### src/rtl/bat_pkg.sv
package bat_pkg;

    localparam int EA_W      = 32;
    localparam int BLK_LSB   = 17;
    localparam int BLK_W     = EA_W - BLK_LSB;
    localparam int LEN_W     = 11;
    localparam int UP_RSV_W  = EA_W - BLK_W - LEN_W - 2;
    localparam int LO_RSV_W  = EA_W - BLK_W - 4 - 1 - 2;
    localparam int DEF_PAIRS = 4;

    typedef enum logic [1:0] {
        PROT_NONE   = 2'b00,
        PROT_RO     = 2'b01,
        PROT_RW     = 2'b10,
        PROT_RO_ALT = 2'b11
    } prot_e;

    typedef struct packed {
        logic [BLK_W-1:0]    eff_idx;
        logic [UP_RSV_W-1:0] rsv;
        logic [LEN_W-1:0]    len_mask;
        logic                sup_en;
        logic                usr_en;
    } bat_upper_t;

    typedef struct packed {
        logic [BLK_W-1:0]    phys_idx;
        logic [LO_RSV_W-1:0] rsv;
        logic                wthru;
        logic                cinh;
        logic                coher;
        logic                guard;
        logic                rsv2;
        prot_e               prot;
    } bat_lower_t;

    typedef struct packed {
        bat_upper_t up;
        bat_lower_t lo;
    } bat_pair_t;

    typedef struct packed {
        logic wthru;
        logic cinh;
        logic coher;
        logic guard;
    } bat_attr_t;

    typedef struct packed {
        logic           hit;
        logic [EA_W-1:0] pa;
        bat_attr_t      attr;
        logic           fault;
    } bat_result_t;

    function automatic logic [BLK_W-1:0] len_to_mask(logic [LEN_W-1:0] len);
        return {{(BLK_W-LEN_W){1'b0}}, len};
    endfunction

    function automatic logic entry_match(bat_upper_t up, logic [BLK_W-1:0] eblk,
                                         logic sup);
        logic enabled;
        enabled = sup ? up.sup_en : up.usr_en;
        return enabled && (((eblk ^ up.eff_idx) & ~len_to_mask(up.len_mask)) == '0);
    endfunction

    function automatic logic [BLK_W-1:0] merge_index(bat_pair_t p,
                                                     logic [BLK_W-1:0] eblk);
        logic [BLK_W-1:0] m;
        m = len_to_mask(p.up.len_mask);
        return (p.lo.phys_idx & ~m) | (eblk & m);
    endfunction

    function automatic logic access_fault(prot_e p, logic is_wr);
        case (p)
            PROT_NONE: return 1'b1;
            PROT_RW:   return 1'b0;
            default:   return is_wr;
        endcase
    endfunction

endpackage

### src/rtl/bat_regfile.sv
module bat_regfile
    import bat_pkg::*;
#(
    parameter int N        = DEF_PAIRS,
    parameter bit NO_GUARD = 1'b0,
    localparam int IW      = (N > 1) ? $clog2(N) : 1
) (
    input  logic                 clk,
    input  logic                 rst,
    input  logic                 we,
    input  logic                 sel_lower,
    input  logic [IW-1:0]        idx,
    input  logic [EA_W-1:0]      wdata,
    output bat_pair_t [N-1:0]    pairs
);

    bat_lower_t lo_in;

    always_comb begin
        lo_in = bat_lower_t'(wdata);
        if (NO_GUARD) lo_in.guard = 1'b0;
    end

    for (genvar e = 0; e < N; e++) begin : g_ent
        always_ff @(posedge clk) begin
            if (rst) begin
                pairs[e] <= '0;
            end else if (we && (idx == IW'(e))) begin
                if (sel_lower) pairs[e].lo <= lo_in;
                else           pairs[e].up <= bat_upper_t'(wdata);
            end
        end
    end

endmodule

### src/rtl/bat_lookup.sv
module bat_lookup
    import bat_pkg::*;
#(
    parameter int N = DEF_PAIRS
) (
    input  bat_pair_t [N-1:0] pairs,
    input  logic [EA_W-1:0]   ea,
    input  logic              sup,
    input  logic              is_wr,
    output bat_result_t       res
);

    logic [BLK_W-1:0] eblk;
    logic [N-1:0]     hv;
    bat_pair_t        pick;

    assign eblk = ea[EA_W-1:BLK_LSB];

    for (genvar e = 0; e < N; e++) begin : g_cmp
        assign hv[e] = entry_match(pairs[e].up, eblk, sup);
    end

    // lowest index wins: scan from the top so the last assignment is the lowest
    always_comb begin
        pick = '0;
        for (int k = N - 1; k >= 0; k--) begin
            if (hv[k]) pick = pairs[k];
        end
    end

    always_comb begin
        res = '0;
        if (|hv) begin
            res.hit   = 1'b1;
            res.pa    = {merge_index(pick, eblk), ea[BLK_LSB-1:0]};
            res.attr  = '{wthru: pick.lo.wthru, cinh: pick.lo.cinh,
                          coher: pick.lo.coher, guard: pick.lo.guard};
            res.fault = access_fault(pick.lo.prot, is_wr);
        end
    end

endmodule

### src/rtl/bat_xlate.sv
module bat_xlate
    import bat_pkg::*;
#(
    parameter int N = DEF_PAIRS,
    localparam int IW = (N > 1) ? $clog2(N) : 1
) (
    input  logic            clk,
    input  logic            rst,
    input  logic            wr_en,
    input  logic            wr_instr,
    input  logic            wr_lower,
    input  logic [IW-1:0]   wr_idx,
    input  logic [31:0]     wr_data,
    input  logic            lk_valid,
    input  logic [31:0]     lk_ea,
    input  logic            lk_super,
    input  logic            lk_write,
    input  logic            lk_instr,
    output logic            res_valid,
    output logic            res_hit,
    output logic            res_miss,
    output logic [31:0]     res_pa,
    output logic [3:0]      res_attr,
    output logic            res_fault
);

    bat_pair_t [N-1:0] ipairs;
    bat_pair_t [N-1:0] dpairs;
    bat_pair_t [N-1:0] side;
    bat_result_t       comb_res;
    bat_result_t       q_res;
    logic              q_valid;

    bat_regfile #(.N(N), .NO_GUARD(1'b1)) u_iside (
        .clk(clk), .rst(rst), .we(wr_en && wr_instr), .sel_lower(wr_lower),
        .idx(wr_idx), .wdata(wr_data), .pairs(ipairs)
    );

    bat_regfile #(.N(N), .NO_GUARD(1'b0)) u_dside (
        .clk(clk), .rst(rst), .we(wr_en && !wr_instr), .sel_lower(wr_lower),
        .idx(wr_idx), .wdata(wr_data), .pairs(dpairs)
    );

    assign side = lk_instr ? ipairs : dpairs;

    bat_lookup #(.N(N)) u_lookup (
        .pairs(side), .ea(lk_ea), .sup(lk_super), .is_wr(lk_write), .res(comb_res)
    );

    always_ff @(posedge clk) begin
        if (rst) begin
            q_valid <= 1'b0;
            q_res   <= '0;
        end else begin
            q_valid <= lk_valid;
            q_res   <= lk_valid ? comb_res : '0;
        end
    end

    assign res_valid = q_valid;
    assign res_hit   = q_res.hit;
    assign res_miss  = q_valid && !q_res.hit;
    assign res_pa    = q_res.pa;
    assign res_attr  = q_res.attr;
    assign res_fault = q_res.fault;

endmodule

### config.mk
export PLATFORM = sky130hd
export DESIGN_NAME = bat_xlate
export DESIGN_NICKNAME = d
export VERILOG_FILES = /design/src/rtl/bat_pkg.sv /design/src/rtl/bat_regfile.sv /design/src/rtl/bat_lookup.sv /design/src/rtl/bat_xlate.sv
export SDC_FILE = /design/constraint.sdc
export NUM_CORES = 1
export LEC_CHECK = 0
export BUFFER_PORTS_ARGS = -buffer_cell sky130_fd_sc_hd__buf_2
export CAP_MARGIN = 10
export CORE_MARGIN = 2
export CORE_UTILIZATION = 35
export DETAILED_ROUTE_END_ITERATION = 10
export MAX_ROUTING_LAYER = met4
export PLACE_DENSITY_LB_ADDON = 0.15
export SYNTH_ARGS = -nofsm -noshare
export SYNTH_HDL_FRONTEND = slang
export SYNTH_HIERARCHICAL = 1
export SYNTH_SLANG_ARGS = --single-unit
### constraint.sdc
create_clock -name clk -period 5 [get_ports clk]
set_clock_uncertainty 0.1 [all_clocks]
set_input_delay 1.5 -clock clk [delete_from_list [all_inputs] [get_ports clk]]
set_output_delay 1.5 -clock clk [all_outputs]
set_load 0.02 [all_outputs]
; After elaboration in Yosys (flattened, before gate mapping)
; Cells that the tools add are included.
[op_classes]
n_eq_ne = 4
n_mux = 11
bitwise_logic = 19
reduce_logical = 42
[op_table]
columns = cell, n
row1 = 256-bit 2-to-1 mux, 1
row2 = 45-bit 2-to-1 mux, 4
row3 = 15-bit AND, 5
row4 = 11-bit NOT with 15-bit output, 5
row5 = 15-bit zero test, 4
row6 = 15-bit XOR, 4
row7 = 38-bit 2-to-1 mux, 1
row8 = 2-bit AND reduction, 16
row9 = 15-bit by 11-bit AND with 15-bit output, 1
row10 = 1-bit logical AND, 15
row11 = 15-bit OR, 1
row12 = "2-bit equality test, second input constant", 3
row13 = 2-bit zero test, 2
row14 = 1-bit 2-to-1 mux, 4
row15 = 4-bit OR reduction, 1
row16 = 1-bit NOT, 3
row17 = 3-bit OR reduction, 1
row18 = "2-bit by 1-bit equality test with 1-bit output, second input constant", 1
row19 = 1-bit zero test, 2
row20 = 1-bit case mux with 2 select lines, 1
row21 = 2-bit OR reduction, 1
[word_totals]
regBits = 547
in_bits = 75
out_inout_bits = 40

; Depth between registers and ports, before layout
; Gate-level depths: netlist of the first run.
[depth]
ltp_word = 13
mapped_depth = 14

; By module
; Netlist of the first run, hierarchy kept.
[modules_own_cells]
columns = module, n_inst, cells_per_inst, area_per_inst_um2, seq_area_each_um2
row1 = bat_regfile at u_dside, 1, 905, 10004.6, 5124.9
row2 = bat_regfile at u_iside, 1, 895, 9890.7, 5044.8
row3 = bat_xlate, 1, 373, 4357.9, 780.7
row4 = bat_lookup, 1, 349, 2349.8, 0.0

; Worst setup path before layout of the first run
; Ideal clock, no wire load.
[synth_path]
path_kind = input-to-reg
startpoint = in lk_instr
endpoint = reg q_res (netlist bit res_pa[25])
t_arrival_ps = 4228
t_required_ps = 4784
path_slack_ps = 557
cell_stages = 12
n_path_buf = 3
cell_sequence = buf_4 -> buf_6 -> mux2_2 -> xnor2_1 -> o22ai_1 -> or4_4 -> a311oi_4 -> buf_6 -> nand2_2 -> a211oi_2 -> mux2_2 -> and3b_1
[synth_rtl]
columns = item, line
row1 = "start, declared", bat_xlate.sv:18  ; input logic lk_instr,
row2 = "end signal, assigned", bat_xlate.sv:56  ; q_res <= lk_valid ? comb_res : '0;
row3 = "end, declared", bat_xlate.sv:31  ; bat_result_t q_res;

==> results of run 1 <==
-- stage by stage --
| stage | cell area [um2] | setup TNS (ns) | hold WS [ns] | total power (W) |
|---|---|---|---|---|
| final | 24800 | 0 | 0.371 | 0.00793 |
| after detailed placement | 23100 | -1.42 | 0.362 | 0.00410 |
| after global routing | 24800 | 0 | 0.383 | 0.00819 |
| after CTS | 24800 | 0 | 0.374 | 0.00803 |
| after global placement | 23100 | -1.26 | 0.355 | 0.00409 |
| after floorplan | 21500 | 0 | 0.345 | 0.00391 |
-- worst max-delay path by stage --
stage / endpoint / slack, ns / start / cells after the start
2_1_floorplan: res_pa[25] / 0.57 / lk_instr / 12
3_3_place_gp: res_pa[24] / -0.23 / lk_instr / 14
3_5_place_dp: res_pa[24] / -0.25 / lk_instr / 14
4_1_cts: res_pa[24] / 0.36 / lk_instr / 14
5_1_grt: res_pa[24] / 0.27 / lk_instr / 14
6_report: res_pa[24] / 0.36 / lk_instr / 14
-- report_power, final --
group | internal, W | total (W) | switching [W]
combinational | 0.000249 | 0.000562 | 0.000314
sequential | 0.00344 | 0.00346 | 0.0000190
clock | 0.00240 | 0.00391 | 0.00151
total | 0.00609 | 0.00793 | 0.00184
-- area by class of cell --
type | count | area, um2 | share of cell area
flip-flops and latches | 427 | 8550 | 0.344
inverters | 10 | 37.5 | 0.00151
diodes | 1 | 2.50 | 0.000101
clock buffers | 76 | 1520 | 0.0614
repair buffers | 248 | 1790 | 0.0723
clock inverters | 16 | 234 | 0.00943
well taps | 782 | 978 | 0.0394
multi-input cells | 1395 | 11700 | 0.471
-- registers in the layout, summed over array words and instances, names as in the netlist --
register	flops
res_attr	4
res_fault	1
res_hit	1
res_pa	32
res_valid	1
u_dside/pairs	196
u_iside/pairs	192
-- placed cells by master (no fill, tap or decap), types with 6 or more instances in the layout --
cell and instances:
sky130_fd_sc_hd__o22ai_1 22, sky130_fd_sc_hd__dfxtp_1 427, sky130_fd_sc_hd__mux2i_1 391, sky130_fd_sc_hd__a221oi_1 9, sky130_fd_sc_hd__clkbuf_1 12, sky130_fd_sc_hd__clkbuf_8 12, sky130_fd_sc_hd__bufinv_16 6, sky130_fd_sc_hd__a21oi_1 7
sky130_fd_sc_hd__and2_1 19, sky130_fd_sc_hd__a31oi_1 12, sky130_fd_sc_hd__nand4b_1 6, sky130_fd_sc_hd__nor2_1 12, sky130_fd_sc_hd__buf_2 108, sky130_fd_sc_hd__buf_12 15, sky130_fd_sc_hd__inv_1 10, sky130_fd_sc_hd__nand3b_1 13
sky130_fd_sc_hd__nand2b_1 444, sky130_fd_sc_hd__and3b_1 38, sky130_fd_sc_hd__mux2_2 211, sky130_fd_sc_hd__a211oi_1 18, sky130_fd_sc_hd__clkinv_2 9, sky130_fd_sc_hd__o31ai_1 19, sky130_fd_sc_hd__nor3_1 17, sky130_fd_sc_hd__clkbuf_16 53
sky130_fd_sc_hd__buf_4 123, sky130_fd_sc_hd__nand2_1 35, sky130_fd_sc_hd__xnor2_1 58, sky130_fd_sc_hd__nor2b_1 13
-- critical path, stage by stage --
cell and delay [ns]:
sky130_fd_sc_hd__clkbuf_8 0.20, sky130_fd_sc_hd__buf_12 0.20, sky130_fd_sc_hd__buf_12 0.15, sky130_fd_sc_hd__mux2_2 0.37, sky130_fd_sc_hd__xnor2_1 0.29, sky130_fd_sc_hd__o22ai_1 0.12, sky130_fd_sc_hd__or4_4 0.45, sky130_fd_sc_hd__a311oi_4 0.34
sky130_fd_sc_hd__buf_12 0.19, sky130_fd_sc_hd__nand2_1 0.06, sky130_fd_sc_hd__a211oi_1 0.37, sky130_fd_sc_hd__buf_4 0.20, sky130_fd_sc_hd__mux2_2 0.37, sky130_fd_sc_hd__and3b_1 0.19
-- layer usage --
metal | wire length, um | part of all wire | vias to the layer above
met2 | 31200 | 0.46 | 258
met1 | 32400 | 0.48 | 7348
li1 | - | - | 7126
met5 | 0 | 0 | -
met3 | 2500 | 0.037 | 111
met4 | 1990 | 0.029 | 0
==> metrics.log, run 1 <==
INFO  metric max_freq = 0.215 GHz
INFO  metric number_of_filler_cells_placed_in_the_layout = ~5,900
INFO  metric end_of_the_worst_register_to_register_path = res_pa[24]
INFO  metric fin_util = 0.410
INFO  metric place_hpwl = ~46,000 um
INFO  metric drv_cap = 0
INFO  metric timing.max_slew.rel_slack = 0.376
INFO  metric final-instance-count-excl-fill = 2,955
INFO  metric number_of_top_level_pins = 115
INFO  metric synth.yosys.warnings = 6
INFO  metric first_pass_grt_wire_length = 100,000 um
INFO  metric cts.clk_slew.worst_paths = approximately 0.06 ns
INFO  metric finalSetupViolCount = 0
INFO  metric clkSinkCount = 427
INFO  metric die_h = 252 um
INFO  metric timing.reg2reg.worst_path_depth = 11
INFO  metric timing.rr.start = u_iside/pairs[250]
INFO  metric dp_worst_setup_slack = -0.248 ns
INFO  metric grt_setup_unrepaired = no
INFO  metric area_growth_syn_to_layout = 15.4%
INFO  metric path_max_fanout = 16
INFO  metric pwr_density_cell = roughly 320 mW/mm2
INFO  metric detailroute.via_count = 14,800
INFO  metric syn-mean-instance-area = approximately 10 um2
INFO  metric globalRouteMet3Util = 0.0357
INFO  metric design.core.area = 0.0606 mm2
INFO  metric grt_start_max_net_pins = 130
INFO  metric remaining_global_route_overflow = 0
INFO  metric final.min_clock_period = 4.64 ns
INFO  metric avgViaCountPerCell = 5.02
INFO  metric globalRouteTotalUtil = 0.219
INFO  metric floorplan.die.width = 252 um
INFO  metric critPathRequiredTime = 5.38 ns
INFO  metric io_buffer_count = 110
INFO  metric drt.antenna.violating_nets = 0
INFO  metric grt_util_met1 = 0.288
INFO  metric routed_wirelength = 68,000 um
INFO  metric post_route_cells_drive_above_1_share = 0.257
INFO  metric worst_setup_path_start_kind = input pin
INFO  metric cts_setup_buffers = 0
INFO  metric timing.critical_path.arrival = 5.02 ns
INFO  metric outcome = finished clean
INFO  metric tritoncts.num_buffers = 51
INFO  metric final_worst_path_setup_slack = 0.356 ns
INFO  metric ctsResizeCount = 0
INFO  metric routedWlPerCell = 23.0 um
INFO  metric core.rowCount = 90
INFO  metric busiest_layer = met2
INFO  metric cts_tree = done
INFO  metric syn_inst = 2,086
INFO  metric via_count_of_the_first_global_routing_pass = 15,300
INFO  metric detail_route.first_pass.iterations = 5
INFO  metric final_number_of_max_transition_violations = 0
INFO  metric dieArea = 0.0634 mm2
INFO  metric finalCritPeriodShare = 0.929
INFO  metric timing_hold_violations_final = 0
INFO  metric element_type_at_the_critical_path_end = flip-flop
INFO  metric final_nets = 2,208
INFO  metric drt-initial-drc-count = 823
INFO  metric htreeDepth = 2
INFO  metric drc_violation_count_after_routing = 0
INFO  metric worst_hold_path.endpoint = u_iside/pairs[20]
INFO  metric timing.hold.worst_path_depth = 2
INFO  metric regToRegSetupSlack = between 1 and 1.5 ns
INFO  metric antenna_found_initial = 1
INFO  metric static-leakage-power = approximately 12 nW
INFO  metric root_buffer = sky130_fd_sc_hd__clkbuf_16
INFO  metric netlist_area = approximately 0.021 mm2
INFO  metric timing.setup.critical_path_class = input pin to flip-flop
INFO  metric grt_use_met2 = 0.345
INFO  metric kind_of_path_behind_the_tightest_hold_check = flip-flop to flip-flop
INFO  metric min_delay_src = u_iside/pairs[20]
INFO  metric tightestPinTransition = 0.933 ns
INFO  metric initial_utilization = 0.355
INFO  metric clock_tree.buffer_depth = 3
INFO  metric worstSkewPairLatency = around 0.60 ns
INFO  metric numPlacedInstances = 2,862
INFO  metric place.gp.congestion = between 0.8 and 0.9
INFO  metric cts.hold.buffers_added = 0
INFO  metric vdd_ir_drop_max = 0.258 mV
No activity file was read; power rests on OpenSTA's default activity.
==> inputs of run 2 (changes only) <==
SYNTH_HIERARCHICAL = default   (was 1)
==> run 2 against run 1 <==
Against the previous run:
- clock power is 6.6% lower
- first-iteration DRC count is 96% higher
- utilization is 0.29 points lower
- die area is 13% lower
- critical path type unchanged
- total power is 4.0% lower
- synthesized cell count is 13% higher
- combinational power is 12% lower
- fmax is 9.7% higher
- via count is 11% higher
- setup slack better by 0.41 ns
- clock-buffer cell count is 1 lower
- register-to-register slack better by 0.17 ns
==> metrics.log, run 2 <==
INFO  metric outcome = finished clean
INFO  metric synth_edf_count = 0
INFO  metric muxShareOfSynthArea = 0.0754
INFO  metric static-leakage-power = 7.15 nW (-38%)
INFO  metric ys_top_cells_by_area = sky130_fd_sc_hd__dfxtp_1 46%, sky130_fd_sc_hd__nand2_1 16%, sky130_fd_sc_hd__a21oi_1 11%
INFO  metric post_synth_most_frequent_cells = 803 x sky130_fd_sc_hd__nand2_1, 427 x sky130_fd_sc_hd__dfxtp_1, 408 x sky130_fd_sc_hd__a21oi_1
INFO  metric cts_tree = done
INFO  metric hold_slack = 0.351 ns (-0.0197 ns)
INFO  metric synth.yosys.warnings = 0 (-6)
INFO  metric dp_worst_setup_slack = 0.174 ns (+0.422 ns)
INFO  metric clock_tree.buffer_depth = 3 (unchanged)
INFO  metric ctsResizeCount = 0 (unchanged)
INFO  metric timing_hold_violations_final = 0 (unchanged)
INFO  metric timing.critical_path.arrival = 4.58 ns (-0.44 ns)
INFO  metric drc_violation_count_after_routing = 0 (unchanged)
INFO  metric cts.clk_slew.worst_paths = 0.05 ns (about the same)
INFO  metric layout_commonest_cell = sky130_fd_sc_hd__nand2_1
INFO  metric number_of_filler_cells_placed_in_the_layout = 5,313 (-10%)
INFO  metric power_share_of_the_combinational_group = 0.065 (-0.006)
INFO  metric synth_top_flop_cell = sky130_fd_sc_hd__dfxtp_1
INFO  metric regToRegSetupSlack = 1.66 ns (+0.17 ns)
INFO  metric tightestPinTransition = 1.24 ns (+0.302 ns)
INFO  metric cts_setup_buffers = 0 (unchanged)
INFO  metric largest_family_of_logic_cells_by_synthesized_area = simple AND/OR/NAND/NOR gates
INFO  metric drt-initial-drc-count = 1,611 (+96%)
INFO  metric sequential_cell_area_fraction_in_the_yosys_report = 0.457
INFO  metric detail_route.first_pass.iterations = 6 (+1)
INFO  metric tritoncts.num_buffers = 49 (-3.9%)
INFO  metric largest_register_ff_count = 196 (unchanged)
INFO  metric synth_fa_ha_area_frac = 0
INFO  metric place.gp.congestion = 0.857 (+1.7%)
INFO  metric globalRouteTotalUtil = 0.243 (+0.0238)
INFO  metric drv_cap = 0 (unchanged)
INFO  metric floorplan.die.width = 235 um (-6.6%)
INFO  metric worstSkewPairLatency = 0.61 ns (about the same)
INFO  metric numPlacedInstances = 2,999 (+4.8%)
INFO  metric first_pass_grt_wire_length = 99,300 um (-1.1%)
INFO  metric path_max_fanout = 27 (+11)
INFO  metric regMostFlops = u_dside.pairs
INFO  metric io_buffer_count = 110 (unchanged)
INFO  metric timing.setup.critical_path_class = input pin to flip-flop
INFO  metric worst_setup_path_start_kind = input pin
INFO  metric place_hpwl = 42,900 um (-6.8%)
INFO  metric clkSinkCount = 427 (unchanged)
INFO  metric via_count_of_the_first_global_routing_pass = 15,300 (+0.27%)
INFO  metric area_growth_syn_to_layout = 14.5%
INFO  metric async_reset_ff_frac = 0
INFO  metric syn_inst = 2,352 (+13%)
INFO  metric synth-seq-cells = approximately 430
INFO  metric remaining_global_route_overflow = 0 (unchanged)
INFO  metric synth_cell_types = 57
INFO  metric final_worst_path_setup_slack = 0.767 ns (+0.411 ns)
INFO  metric die_h = 235 um (-6.6%)
INFO  metric yosys.cell_count.top_type = sky130_fd_sc_hd__nand2_1
INFO  metric number_of_top_level_pins = 115 (unchanged)
INFO  metric synth_top_area_frac = 0.457
INFO  metric synthXorXnorAreaFrac = 0.0483
INFO  metric synth_compound_gate_area_share = 0.166
INFO  metric synth_top_cell_by_area = sky130_fd_sc_hd__dfxtp_1
INFO  metric design.core.area = 0.0527 mm2 (-13%)
INFO  metric power.sequential.fraction = 0.456 (+0.019)
INFO  metric grt_start_max_net_pins = 205 (+58%)
INFO  metric timing.max_slew.rel_slack = 0.175 (-0.201)
INFO  metric kind_of_path_behind_the_tightest_hold_check = flip-flop to flip-flop
INFO  metric syn-mean-instance-area = 7.95 um2 (-23%)
INFO  metric htreeDepth = 2 (unchanged)
INFO  metric dieArea = 0.0553 mm2 (-13%)
INFO  metric fin_util = 0.407 (-0.00287)
INFO  metric post_route_cells_drive_above_1_share = 0.141 (-0.116)
INFO  metric critPathRequiredTime = 5.35 ns (-0.03 ns)
INFO  metric fin_tns_setup = 0 ns (unchanged)
INFO  metric final.min_clock_period = 4.23 ns (-0.411 ns)
INFO  metric final-seq-area = 0.00855 mm2 (unchanged)
INFO  metric synth_simple_gate_area_share = 0.200
INFO  metric avgViaCountPerCell = 5.31 (+5.8%)
INFO  metric cts.hold.buffers_added = 0 (unchanged)
INFO  metric swShare = 0.246 (+0.0144)
INFO  metric drt.antenna.violating_nets = 0 (unchanged)
INFO  metric cellInternalPower = 0.00574 W (-5.8%)
INFO  metric core.rowCount = 84 (-6.7%)
INFO  metric element_type_at_the_critical_path_end = flip-flop
INFO  metric pwr_density_cell = 355 mW/mm2 (+11%)
INFO  metric power.net_switching = 0.00187 W (+1.9%)
INFO  metric antenna_found_initial = 1 (unchanged)
INFO  metric max_freq = 0.236 GHz (+9.7%)
INFO  metric synth_nets = ~2,400
INFO  metric mostFrequentLayoutCells = 803 x sky130_fd_sc_hd__nand2_1, 427 x sky130_fd_sc_hd__dfxtp_1, 408 x sky130_fd_sc_hd__a21oi_1, 108 x sky130_fd_sc_hd__buf_2, 96 x sky130_fd_sc_hd__xnor2_1
INFO  metric detailroute.via_count = 16,400 (+11%)
INFO  metric routedWlPerCell = 21.7 um (-5.7%)
INFO  metric final_nets = 2,437 (+10%)
INFO  metric root_buffer = sky130_fd_sc_hd__clkbuf_16
INFO  metric initial_utilization = 0.355 (about the same)
INFO  metric netlist_area = 0.0187 mm2 (-13%)
INFO  metric final_number_of_max_transition_violations = 0 (unchanged)
INFO  metric clock_power_share = 0.479 (-0.014)
INFO  metric finalCritPeriodShare = 0.847 (-0.0822)
INFO  metric grt_setup_unrepaired = no
INFO  metric final-instance-count-excl-fill = 3,090 (+4.6%)
INFO  metric routed_wirelength = 67,000 um (-1.4%)
INFO  metric multi_input_comb_area = 0.00919 mm2 (-21%)
INFO  metric finalSetupViolCount = 0 (unchanged)
INFO  metric vdd_ir_drop_max = 0.219 mV (-15%)
[run 2: path summary, 6_finish.rpt]
check,start,end,cells after the start
max reg2reg,u_dside.pairs[160],res_pa[7],10
max,lk_instr,res_pa[24],12
min reg2reg,u_dside.pairs[97],u_dside.pairs[97],2
min,u_dside.pairs[97],u_dside.pairs[97],2
[run 2: power groups by stage]
| stage | clock network [W] | registers, W | logic (W) |
|---|---|---|---|
| 2_1_floorplan | 0 | 0.00354 | 0.000304 |
| 3_3_place_gp | 0 | 0.00354 | 0.000486 |
| 3_5_place_dp | 0 | 0.00354 | 0.000488 |
| 4_1_cts | 0.00371 | 0.00347 | 0.000490 |
| 5_1_grt | 0.00385 | 0.00347 | 0.000524 |
| 6_report | 0.00365 | 0.00347 | 0.000494 |
[run 2: area by class of cell]
cell class | count | area share
Timing Repair Buffer | 176 | 0.0525
Clock inverter | 14 | 0.00701
Clock buffer | 75 | 0.0694
Antenna cell | 2 | 0.000234
Inverter | 13 | 0.00228
Sequential cell | 427 | 0.399
Multi-Input combinational cell | 1695 | 0.429
Tap cell | 688 | 0.0402
[run 2: stage by stage]
| step | instance area (um2) | power, W |
|---|---|---|
| global route | 21400 | 0.00784 |
| CTS | 21400 | 0.00767 |
| global placement | 19800 | 0.00403 |
| finish | 21400 | 0.00761 |
| detailed placement | 19800 | 0.00403 |
| floorplan | 18700 | 0.00384 |
[run 2: logic make-up after synthesis]
logic type             Yosys count
AO/OA/AOI/OAI                  552
XOR/XNOR                       103
buffers and inverters          230
flip-flops                     427
multiplexers                   108
AND/OR/NAND/NOR                932
[run 2: routing by layer]
layer  part of all wire  vias to the layer above  global-route usage  routed length, um
met1               0.45                     7886               0.329              30300
met5                  0                        -                   -                  0
li1                   -                     7856                   -                  -
met3              0.070                      122              0.0439               4670
met4              0.031                        0              0.0783               2110
met2               0.45                      555               0.365              30000
[run 2: worst max-delay path: stages]
cell                       delay (ns)
sky130_fd_sc_hd__buf_6           0.16
sky130_fd_sc_hd__buf_12          0.23
sky130_fd_sc_hd__mux2i_1         0.24
sky130_fd_sc_hd__xnor2_1         0.09
sky130_fd_sc_hd__nor4_1          0.35
sky130_fd_sc_hd__o21ai_1         0.23
sky130_fd_sc_hd__or3_4           0.44
sky130_fd_sc_hd__o21a_1          0.14
sky130_fd_sc_hd__buf_4           0.15
sky130_fd_sc_hd__a221oi_1        0.72
sky130_fd_sc_hd__a211o_1         0.19
sky130_fd_sc_hd__a21oi_1         0.10
==> inputs of run 3 (changes only) <==
clock period = 4.3 ns   (was 5 ns; I/O delays follow)
==> run 3 against run 2 <==
Against the previous run:
- setup slack worse by 0.29 ns
- wire length is 1.1% higher
- sequential share of layout area is 0.64 points lower
- final cell count is 1.5% higher
- sequential power is 16% higher
- largest cell class unchanged
==> metrics.log, run 3 (synthesis results as in run 2) <==
INFO  metric worst_hold_path.endpoint = u_dside.pairs[134]
INFO  metric place_hpwl = 43,500 um (+1.5%)
INFO  metric end_of_the_worst_register_to_register_path = res_pa[21]
INFO  metric hold_slack = 0.350 ns (-0.000931 ns)
INFO  metric timing.rr.start = u_iside.pairs[187]
INFO  metric kind_of_path_behind_the_tightest_hold_check = flip-flop to flip-flop
INFO  metric htreeDepth = 2 (unchanged)
INFO  metric drv_cap = 0 (unchanged)
INFO  metric grt_setup_unrepaired = no
INFO  metric drt.antenna.violating_nets = 0 (unchanged)
INFO  metric routed_wirelength = 67,700 um (+1.1%)
INFO  metric dieArea = 0.0553 mm2 (unchanged)
INFO  metric initial_utilization = 0.355 (unchanged)
INFO  metric regMostFlops = u_dside.pairs
INFO  metric tightestPinTransition = 1.21 ns (-0.0276 ns)
INFO  metric critPathBufInv = 5 (+2)
INFO  metric timing.max_slew.rel_slack = 0.193 (+0.0184)
INFO  metric mostFrequentLayoutCells = 803 x sky130_fd_sc_hd__nand2_1, 427 x sky130_fd_sc_hd__dfxtp_1, 408 x sky130_fd_sc_hd__a21oi_1, 108 x sky130_fd_sc_hd__buf_2, 100 x sky130_fd_sc_hd__buf_4
INFO  metric static-leakage-power = 7.36 nW (+3.0%)
INFO  metric place.gp.congestion = 0.856 (about the same)
INFO  metric final_nets = 2,481 (+1.8%)
INFO  metric timing_hold_violations_final = 0 (unchanged)
INFO  metric die_h = 235 um (unchanged)
INFO  metric finalCritPeriodShare = 0.890
INFO  metric timing.setup.critical_path_class = input pin to flip-flop
INFO  metric finalPower = 0.00868 W (+14%)
INFO  metric clock_tree.buffer_depth = 3 (unchanged)
INFO  metric worst_setup_path_start_kind = input pin
INFO  metric crit_path_max_incr_delay = 0.60 ns (-0.12 ns)
INFO  metric ctsResizeCount = 0 (unchanged)
INFO  metric drt-initial-drc-count = 1,626 (+0.93%)
INFO  metric number_of_top_level_pins = 115 (unchanged)
INFO  metric clkSinkCount = 427 (unchanged)
INFO  metric via_count_of_the_first_global_routing_pass = 15,100 (-1.2%)
INFO  metric globalRouteMet3Util = 0.0394 (-0.00446)
INFO  metric grt_start_max_net_pins = 157 (-23%)
INFO  metric dp_worst_setup_slack = -0.106 ns (-0.280 ns)
INFO  metric element_type_at_the_critical_path_end = flip-flop
INFO  metric timing.critical_path.arrival = 4.20 ns (-0.38 ns)
INFO  metric grt_use_met2 = 0.357 (-0.00838)
INFO  metric pwr_density_cell = 399 mW/mm2 (+12%)
INFO  metric design.core.area = 0.0527 mm2 (unchanged)
INFO  metric max_freq = 0.261 GHz
INFO  metric first_pass_grt_wire_length = 99,500 um (+0.20%)
INFO  metric detailroute.via_count = 16,600 (+1.1%)
INFO  metric final_number_of_max_transition_violations = 0 (unchanged)
INFO  metric timing.critical_path.cells = buf_6 -> buf_12 -> inv_1 -> buf_4 -> o21ai_0 -> nor3_1 -> o21ai_0 -> or3_4 -> o21a_1 -> buf_12 -> a221oi_1 -> a211o_1 -> a21oi_1
INFO  metric remaining_global_route_overflow = 0 (unchanged)
INFO  metric final.min_clock_period = 3.83 ns
INFO  metric timing.reg2reg.worst_path_depth = 10 (unchanged)
INFO  metric core.rowCount = 84 (unchanged)
INFO  metric cts.hold.buffers_added = 0 (unchanged)
INFO  metric root_buffer = sky130_fd_sc_hd__clkbuf_16
INFO  metric final_worst_path_setup_slack = 0.473 ns (-0.294 ns)
INFO  metric cts_setup_buffers = 0 (unchanged)
INFO  metric outcome = finished clean
INFO  metric routedWlPerCell = 21.6 um (-0.39%)
INFO  metric avgViaCountPerCell = 5.29 (-0.40%)
INFO  metric cpLargestDelayFamily = compound AO/OA/AOI/OAI gates
INFO  metric busiest_layer = met2
INFO  metric timing.hold.worst_path_depth = 2 (unchanged)
INFO  metric cts_tree = done
INFO  metric largest_register_ff_count = 196 (unchanged)
INFO  metric crit_slowest_cell = sky130_fd_sc_hd__a221oi_1
INFO  metric drc_violation_count_after_routing = 0 (unchanged)
INFO  metric regToRegSetupSlack = 1.15 ns (-0.51 ns)
INFO  metric floorplan.die.width = 235 um (unchanged)
INFO  metric vdd_ir_drop_max = 0.283 mV (+29%)
INFO  metric grt_util_met1 = 0.344 (+0.0150)
INFO  metric io_buffer_count = 110 (unchanged)
INFO  metric cts.clk_slew.worst_paths = 0.06 ns (about the same)
INFO  metric globalRouteTotalUtil = 0.244 (+0.00147)
INFO  metric detail_route.first_pass.iterations = 7 (+1)
INFO  metric critPathRequiredTime = 4.68 ns (-0.67 ns)
INFO  metric area_growth_syn_to_layout = 16.4%
INFO  metric antenna_found_initial = 0 (-1)
INFO  metric worstSkewPairLatency = 0.59 ns (-0.02 ns)
INFO  metric path_max_fanout = 15 (-44%)
INFO  metric layout_commonest_cell = sky130_fd_sc_hd__nand2_1
INFO  metric min_delay_src = u_dside.pairs[134]
INFO  metric post_route_cells_drive_above_1_share = 0.156 (+0.0154)
INFO  metric tritoncts.num_buffers = 47 (-4.1%)
INFO  metric finalSetupViolCount = 0 (unchanged)
-- run 3: worst max path at each step --
stage / from / endpoint / slack (ns) / cells after the start
floorplan: lk_instr / res_pa[10] / 0.60 / 11
global placement: lk_instr / res_pa[21] / -0.09 / 13
detailed placement: lk_instr / res_pa[21] / -0.11 / 13
CTS: lk_instr / res_pa[21] / 0.52 / 13
global route: lk_instr / res_pa[17] / 0.37 / 11
finish: lk_instr / res_pa[21] / 0.47 / 13
-- run 3: worst reg2reg max path, delay by kind of cell (launching register included) --
kind	cells	cell delay [ns]
mux	1	0.36
simple gates	2	0.69
compound gates	5	1.23
flops	1	0.32
xor+xnor	1	0.16
buf+inv	1	0.17
-- run 3: where the power goes --
| group | switching, W | leakage [nW] | internal (W) |
|---|---|---|---|
| logic | 0.000414 | 3.14 | 0.000182 |
| registers | 0.0000288 | 3.45 | 0.00400 |
| clock network | 0.00169 | 0.775 | 0.00236 |
| total | 0.00214 | 7.36 | 0.00654 |
-- run 3: metal layers --
layer  vias up  routed length (um)
met3       111                5330
met1      7924               30800
met2       622               29600
li1       7935                   -
met4         0                2060
met5         -                   0
-- run 3: layout make-up --
class	count	area, um2
tap	688	861
inverter	13	48.8
antenna	2	5.00
clock inverter	14	110
fill	5270	30900
clock buffer	74	1440
timing repair buffer	222	1560
multi-input combinational	1695	9190
sequential	427	8550
-- run 3: per-stage QoR --
step / TNS [ns] / area, um2 / instances / util
after floorplan: 0 / 18700 / 2352 / -
after global placement: -0.198 / 20200 / 3045 / 0.384
after detailed placement: -0.193 / 20200 / 3045 / 0.384
after CTS: 0 / 21800 / 3133 / 0.413
after global routing: 0 / 21800 / 3133 / 0.413
final: 0 / 21800 / 3135 / 0.413
